--- src/rtl/task_timer.sv ---
module task_timer #(
  parameter int NCH   = 4,
  parameter int PSC_W = 4
) (
  input  logic           clk,
  input  logic           rst_n,
  input  logic           task_start,
  input  logic           task_stop,
  input  logic           task_clear,
  input  logic           task_count,
  input  logic           task_shutdown,
  input  logic [NCH-1:0] task_capture,
  input  logic           reg_we,
  input  logic [4:0]     reg_addr,
  input  logic [31:0]    reg_wdata,
  output logic [31:0]    reg_rdata,
  output logic           irq
);
  localparam int DIV_W  = (1 << PSC_W) - 1;
  localparam int A_MODE = 0, A_WID = 1, A_PSC = 2, A_SHORT = 3, A_ONE = 4;
  localparam int A_ENS  = 5, A_ENC = 6, A_EVT = 8, A_CC = 16;
  localparam int STP_OFS = 8;

  logic [1:0]       mode_q, width_q;
  logic [PSC_W-1:0] psc_q;
  logic [NCH-1:0]   shclr_q, shstp_q, osen_q, inten_q, evt_q, armed_q;
  logic [31:0]      cc_q [NCH];
  logic [31:0]      cnt_q;
  logic             run_q;
  logic [DIV_W-1:0] div_q;

  logic [31:0]      cmask, nxt;
  logic [DIV_W-1:0] psc_mask;
  logic             ctr_mode, ctrl, tick, adv, sc_clr, sc_stp;
  logic [NCH-1:0]   hit;

  always_comb
    case (width_q)
      2'd0:    cmask = 32'h0000_FFFF;
      2'd1:    cmask = 32'h0000_00FF;
      2'd2:    cmask = 32'h00FF_FFFF;
      default: cmask = 32'hFFFF_FFFF;
    endcase

  assign ctr_mode = (mode_q != 2'd0);
  assign ctrl     = task_shutdown | task_clear | task_stop | task_start;
  assign psc_mask = (DIV_W'(1) << psc_q) - DIV_W'(1);
  assign tick     = ((div_q & psc_mask) == psc_mask);
  assign adv      = run_q && !ctrl && (ctr_mode ? task_count : tick);
  assign nxt      = (cnt_q + 32'd1) & cmask;

  always_comb
    for (int n = 0; n < NCH; n++)
      hit[n] = adv && (nxt == (cc_q[n] & cmask)) && (!osen_q[n] || armed_q[n]);

  assign sc_clr = |(hit & shclr_q);
  assign sc_stp = |(hit & shstp_q);
  assign irq    = |(evt_q & inten_q);

  // counter core with task priority
  always_ff @(posedge clk or negedge rst_n)
    if (!rst_n) begin
      cnt_q <= '0;
      run_q <= 1'b0;
      div_q <= '0;
    end else if (task_shutdown) begin
      cnt_q <= '0;
      run_q <= 1'b0;
      div_q <= '0;
    end else if (task_clear) begin
      cnt_q <= '0;
      div_q <= '0;
      if (task_stop)       run_q <= 1'b0;
      else if (task_start) run_q <= 1'b1;
    end else if (task_stop) begin
      run_q <= 1'b0;
    end else if (task_start) begin
      if (!run_q) begin
        run_q <= 1'b1;
        div_q <= '0;
      end
    end else begin
      if (run_q && !ctr_mode) div_q <= div_q + DIV_W'(1);
      if (adv) begin
        cnt_q <= sc_clr ? 32'd0 : nxt;
        if (sc_stp) run_q <= 1'b0;
      end
    end

  // configuration registers
  always_ff @(posedge clk or negedge rst_n)
    if (!rst_n) begin
      mode_q  <= '0;
      width_q <= '0;
      psc_q   <= '0;
      shclr_q <= '0;
      shstp_q <= '0;
      osen_q  <= '0;
      inten_q <= '0;
    end else if (reg_we) begin
      case (int'(reg_addr))
        A_MODE:  mode_q  <= reg_wdata[1:0];
        A_WID:   width_q <= reg_wdata[1:0];
        A_PSC:   psc_q   <= reg_wdata[PSC_W-1:0];
        A_SHORT: begin
          shclr_q <= reg_wdata[NCH-1:0];
          shstp_q <= reg_wdata[STP_OFS +: NCH];
        end
        A_ONE:   osen_q  <= reg_wdata[NCH-1:0];
        A_ENS:   inten_q <= inten_q | reg_wdata[NCH-1:0];
        A_ENC:   inten_q <= inten_q & ~reg_wdata[NCH-1:0];
        default: ;
      endcase
    end

  // per-channel compare, capture, one-shot and event state
  always_ff @(posedge clk or negedge rst_n)
    if (!rst_n) begin
      for (int n = 0; n < NCH; n++) cc_q[n] <= '0;
      evt_q   <= '0;
      armed_q <= '0;
    end else begin
      for (int n = 0; n < NCH; n++) begin
        if (task_capture[n])
          cc_q[n] <= cnt_q & cmask;
        else if (reg_we && reg_addr == 5'(A_CC + n))
          cc_q[n] <= reg_wdata;

        if (reg_we && reg_addr == 5'(A_CC + n) && !task_capture[n])
          armed_q[n] <= 1'b1;
        else if (hit[n])
          armed_q[n] <= 1'b0;

        if (hit[n])
          evt_q[n] <= 1'b1;
        else if (reg_we && reg_addr == 5'(A_EVT + n))
          evt_q[n] <= reg_wdata[0];
      end
    end

  always_comb begin
    reg_rdata = '0;
    case (int'(reg_addr))
      A_MODE:  reg_rdata = {30'd0, mode_q};
      A_WID:   reg_rdata = {30'd0, width_q};
      A_PSC:   reg_rdata = 32'(psc_q);
      A_SHORT: reg_rdata = (32'(shstp_q) << STP_OFS) | 32'(shclr_q);
      A_ONE:   reg_rdata = 32'(osen_q);
      A_ENS:   reg_rdata = 32'(inten_q);
      default: ;
    endcase
    for (int n = 0; n < NCH; n++) begin
      if (reg_addr == 5'(A_EVT + n)) reg_rdata = {31'd0, evt_q[n]};
      if (reg_addr == 5'(A_CC + n))  reg_rdata = cc_q[n];
    end
  end

  assert_shutdown_zero_R6: assert property (@(posedge clk) disable iff (!rst_n)
    task_shutdown |=> (cnt_q == 32'd0 && !run_q));

  assert_clear_zero_R6: assert property (@(posedge clk) disable iff (!rst_n)
    task_clear |=> (cnt_q == 32'd0));

  assert_hold_stopped_R5: assert property (@(posedge clk) disable iff (!rst_n)
    (!run_q && !task_clear && !task_shutdown) |=> $stable(cnt_q));

  assert_single_step_R2: assert property (@(posedge clk) disable iff (!rst_n)
    (!task_clear && !task_shutdown) |=>
      (cnt_q == $past(cnt_q) || cnt_q == 32'd0 ||
       cnt_q == (($past(cnt_q) + 32'd1) & $past(cmask))));

  assert_event_sticky_R8: assert property (@(posedge clk) disable iff (!rst_n)
    !reg_we |=> ((evt_q & $past(evt_q)) == $past(evt_q)));

  assert_count_ignored_R3: assert property (@(posedge clk) disable iff (!rst_n)
    (!run_q || !ctr_mode) && !task_clear && !task_shutdown && !tick |=> $stable(cnt_q));
endmodule

--- config.mk ---
export PLATFORM = sky130hd
export DESIGN_NAME = task_timer
export DESIGN_NICKNAME = d
export VERILOG_FILES = /design/src/rtl/task_timer.sv
export SDC_FILE = /design/constraint.sdc
export NUM_CORES = 1
export LEC_CHECK = 0
export BUFFER_PORTS_ARGS = -buffer_cell sky130_fd_sc_hd__buf_2
export CORE_ASPECT_RATIO = 1.4
export CORE_MARGIN = 10
export CORE_UTILIZATION = 50
export CTS_CLUSTER_DIAMETER = 100
export DETAILED_ROUTE_END_ITERATION = 12
export GPL_TIMING_DRIVEN = 0
export PLACE_DENSITY = 0.78
export SYNTH_ARGS = -nofsm -noshare
export SYNTH_HDL_FRONTEND = slang
export SYNTH_SLANG_ARGS = --single-unit
--- constraint.sdc ---
create_clock -name clk -period 5.8 [get_ports clk]
set_input_delay 0.29 -clock clk [delete_from_list [all_inputs] [get_ports clk]]
set_output_delay 0.29 -clock clk [all_outputs]
set_load 0.05 [all_outputs]
==> impl_results.md <==
* Status: finished, violations left
* Failing checks: max-capacitance violations
* Die width at approximately 170 µm
* Share of flip-flops with an asynchronous set or reset at 1.000
* Synthesis Warnings at 0
* Largest net degree at the start of global routing at approximately 120
* Finish-stage setup viols at 0
* Top Ports at just over 80
* CTS sink count at between 200 and 250
* Most frequent cells in the layout: 208 x dfrtp_1, 198 x nand2_1, 174 x o21ai_0
* Worst Tran Pin Value at about 1500 ps
* Critical Path Sink Type: flop
* Remaining antenna violation count at 0
* Post-synthesis net count at between 1.5k and 2k
* Initial DRC Count at 1859
* CTS Buf Count at 24
* CTS tree: done
* Finished Layout Cells at approximately 2.2k
* Worst r2r src: psc_q[3]
* Die ar. at 0.03753 mm²
* Total power at roughly 3700 µW
* FF-to-FF setup slack at 320 ps
* First-pass GRT wire length at 87610 µm
* Initial antenna violation count at 0
* Post-layout min period at between 5000 and 6000 ps
* Hold depth at 2
* Most common cell after layout, fill and taps aside: dfrtp_1
* DP HPWL at approximately 42000 µm
* Core area at approximately 0.03 mm²
* Tcrit/Tclk final at 0.9443
* Global Route Usage Sum at 0.2962
* Post-synthesis cell count at 1664
* Power per Cell Area at around 220 mW/mm²
* Hold Crit Class: primary input to flop
* Post-synth design cell area at between 0.015 and 0.02 mm²
* Root buffer cell: clkbuf_16
* CP max FO at 10
* Slew Limit Headroom at 0.01130
* Req. time, crit path at approximately 6300 ps
* Max H-tree Level at 1
* RR Endpoint: run_q
* Nets at approximately 1.8k
* Seq/Total Area, Yosys at 0.3459
* Worst hold start: reg_wdata[8]
* Postcts setup bufs at 0
* VDD IR-drop max at approximately 0.21 mV
* F_max at 182.6 MHz
* # port buffers at 73
* DR WL/cell at approximately 27 µm
* Clock-pin slew on the worst setup and hold paths at 60 ps
* Initial core utilization at 0.5043
* Setup_tns at 0 ps
* Max-Cap Viols at 1
* # diodes at 0
* Worst Hold Endpoint: shstp_q[0]
* Global route overflow at 0
* Post-synth EDFFs at 0
* Synth-to-layout area growth at 11.57%
* Number of synthesized register bits at approximately 210
* Insertion delay to the later sink of the worst-skew pair at ~570 ps
* Skew final at about 38 ps
* Unrepaired setup endpoints after global routing: false
* Drt drc at 0
* Fin area at approximately 0.017 mm²
* CP arrival at between 5000 and 6000 ps
* Via-to-Cell Ratio at ~6.7
* Vias in the first global route at 14.42k
* Yosys cell types at about 90
* Worst setup path class: flop to flop
* Via Count at 14.60k
* Detailed Route WL at between 50000 and 60000 µm
* DP Cell Count at between 2k and 2.5k
* Synthesized area per cell at between 9 and 10 µm²
* Clk buf depth at 3
* Slew Limit Fails at 0
* Rows at 75
* Cell area after placement at approximately 0.016 mm²
* Synth Flop Type: dfrtp_1
* Final hold vios at 0
* Final GP Congestion at 1.040
* Worst reg-to-reg path cell count at 17
* Startpoint Class: flop
* Lkg Pwr at between 0.007 and 0.008 µW
* Die Y-Extent at ~230 µm
* Drt first pass iters at 6
* Fraction of layout instances using a drive strength above 1 at 0.1110
## per-layer routing
metal  track usage  vias up  wire (µm)  part of all wire
met5             0        -          0                 0
met2        0.4846      870      27020              0.47
met1        0.3499     7152      21570              0.37
li1              -     6297          -                 -
met4        0.1910        0       4063             0.070
met3       0.05759      282       5037             0.087
## metrics by stage
stage                 util  hold slack [ps]  setup WS (ps)
floorplan                -           -5.591           2176
global placement    0.5327            485.3          291.9
detailed placement  0.5339            362.6          238.1
CTS                 0.5626            29.59          180.2
global route        0.5626            50.63          89.75
finish              0.5626            38.81          323.3
## critical path: stages, from the launching register on
cell           delay [ps]
dfrtp_1               320
clkbuf_1              290
clkbuf_1              450
nor3_1                150
nand2_1               100
ha_1                  230
buf_1                 420
mux2i_1               150
o41ai_1               310
nor4_1                120
a21oi_1               580
clkbuf_2              440
a211oi_1              110
and3_1                230
a222oi_1              500
o211ai_1              180
a211oi_1              250
dlygate4sd3_1         570
## layout make-up
cell class | instances | area, µm²
clock buffers | 38 | 713.2
fillers | 2693 | 13050
plain buffers | 145 | 643.1
multi-input cells | 1292 | 9131
clock inverters | 5 | 111.4
inverters | 19 | 71.32
well taps | 385 | 481.7
repair buffers | 77 | 432.9
flip-flops and latches | 208 | 5205
## power breakdown
group	switching, µW	internal [µW]
Clock	658	975
Sequential	61.3	1500
Combinational	342	141
Total	1060	2610
## sequential cells by signal, summed over array words and instances (netlist names), 4 cells and up, named ones only
register / count
armed_q: 4
cc_q: 128
cnt_q: 32
div_q: 15
evt_q: 4
osen_q: 4
psc_q: 4
shclr_q: 4
shstp_q: 4
## worst max-delay path by stage
stage	depth (start not counted)	from	endpoint
3_5_place_dp	16	psc_q[3]	cnt_q[24]
5_1_grt	17	psc_q[3]	run_q
4_1_cts	16	psc_q[3]	cnt_q[24]
3_3_place_gp	16	psc_q[3]	cnt_q[24]
2_1_floorplan	16	psc_q[3]	cnt_q[15]
6_report	17	psc_q[3]	run_q
## cells by family (layout without fill, tap and decap cells)
kind of cell / count (synthesis) / after routing / synth area share
adder cells (fa/ha/maj): 4 / 4 / 0.003160
buffers and inverters: 164 / 284 / 0.04731
XOR/XNOR: 168 / 168 / 0.1246
multiplexers: 157 / 157 / 0.1063
AND/OR/NAND/NOR: 565 / 565 / 0.2003
AO/OA/AOI/OAI: 398 / 398 / 0.1725
flip-flops: 208 / 208 / 0.3459
## repair_timing
| item | CTS | global route |
|---|---|---|
| endpoints found under the setup margin | 0 | 13 |
| hold buffers | 3 | 0 |
| endpoints found under the hold margin | 92 | 0 |
| resized for setup | 0 | 4 |
## cells in the mapped netlist, drive strengths merged (6+ instances only)
| cell type | number | area, µm² |
|---|---|---|
| o32ai | 6 | 52.55 |
| a31oi | 18 | 112.6 |
| nand2b | 6 | 37.54 |
| xor2 | 53 | 464.2 |
| nor3 | 28 | 182.7 |
| o21ai | 174 | 870.8 |
| nor2 | 64 | 264.0 |
| and4 | 8 | 70.07 |
| and2 | 11 | 70.07 |
| buf | 52 | 291.5 |
| o31ai | 9 | 67.56 |
| a22oi | 66 | 495.5 |
| dfrtp | 208 | 5205 |
| nand3 | 94 | 475.5 |
| a21oi | 35 | 175.2 |
| clkbuf | 93 | 349.1 |
| or4 | 8 | 67.56 |
| o41ai | 13 | 140.1 |
| xnor3 | 26 | 585.6 |
| and3 | 23 | 143.9 |
| a211o | 11 | 96.34 |
| nand2 | 199 | 763.2 |
| mux2i | 135 | 1351 |
| or3 | 19 | 118.9 |
| xnor2 | 86 | 753.2 |
| nor2b | 15 | 93.84 |
| o2111ai | 12 | 117.6 |
| inv | 18 | 67.56 |
| mux2 | 22 | 247.7 |
| a211oi | 6 | 45.04 |
| nand4 | 38 | 289.0 |
| nor4 | 25 | 214.0 |
No activity file was read; power rests on OpenSTA's default activity.
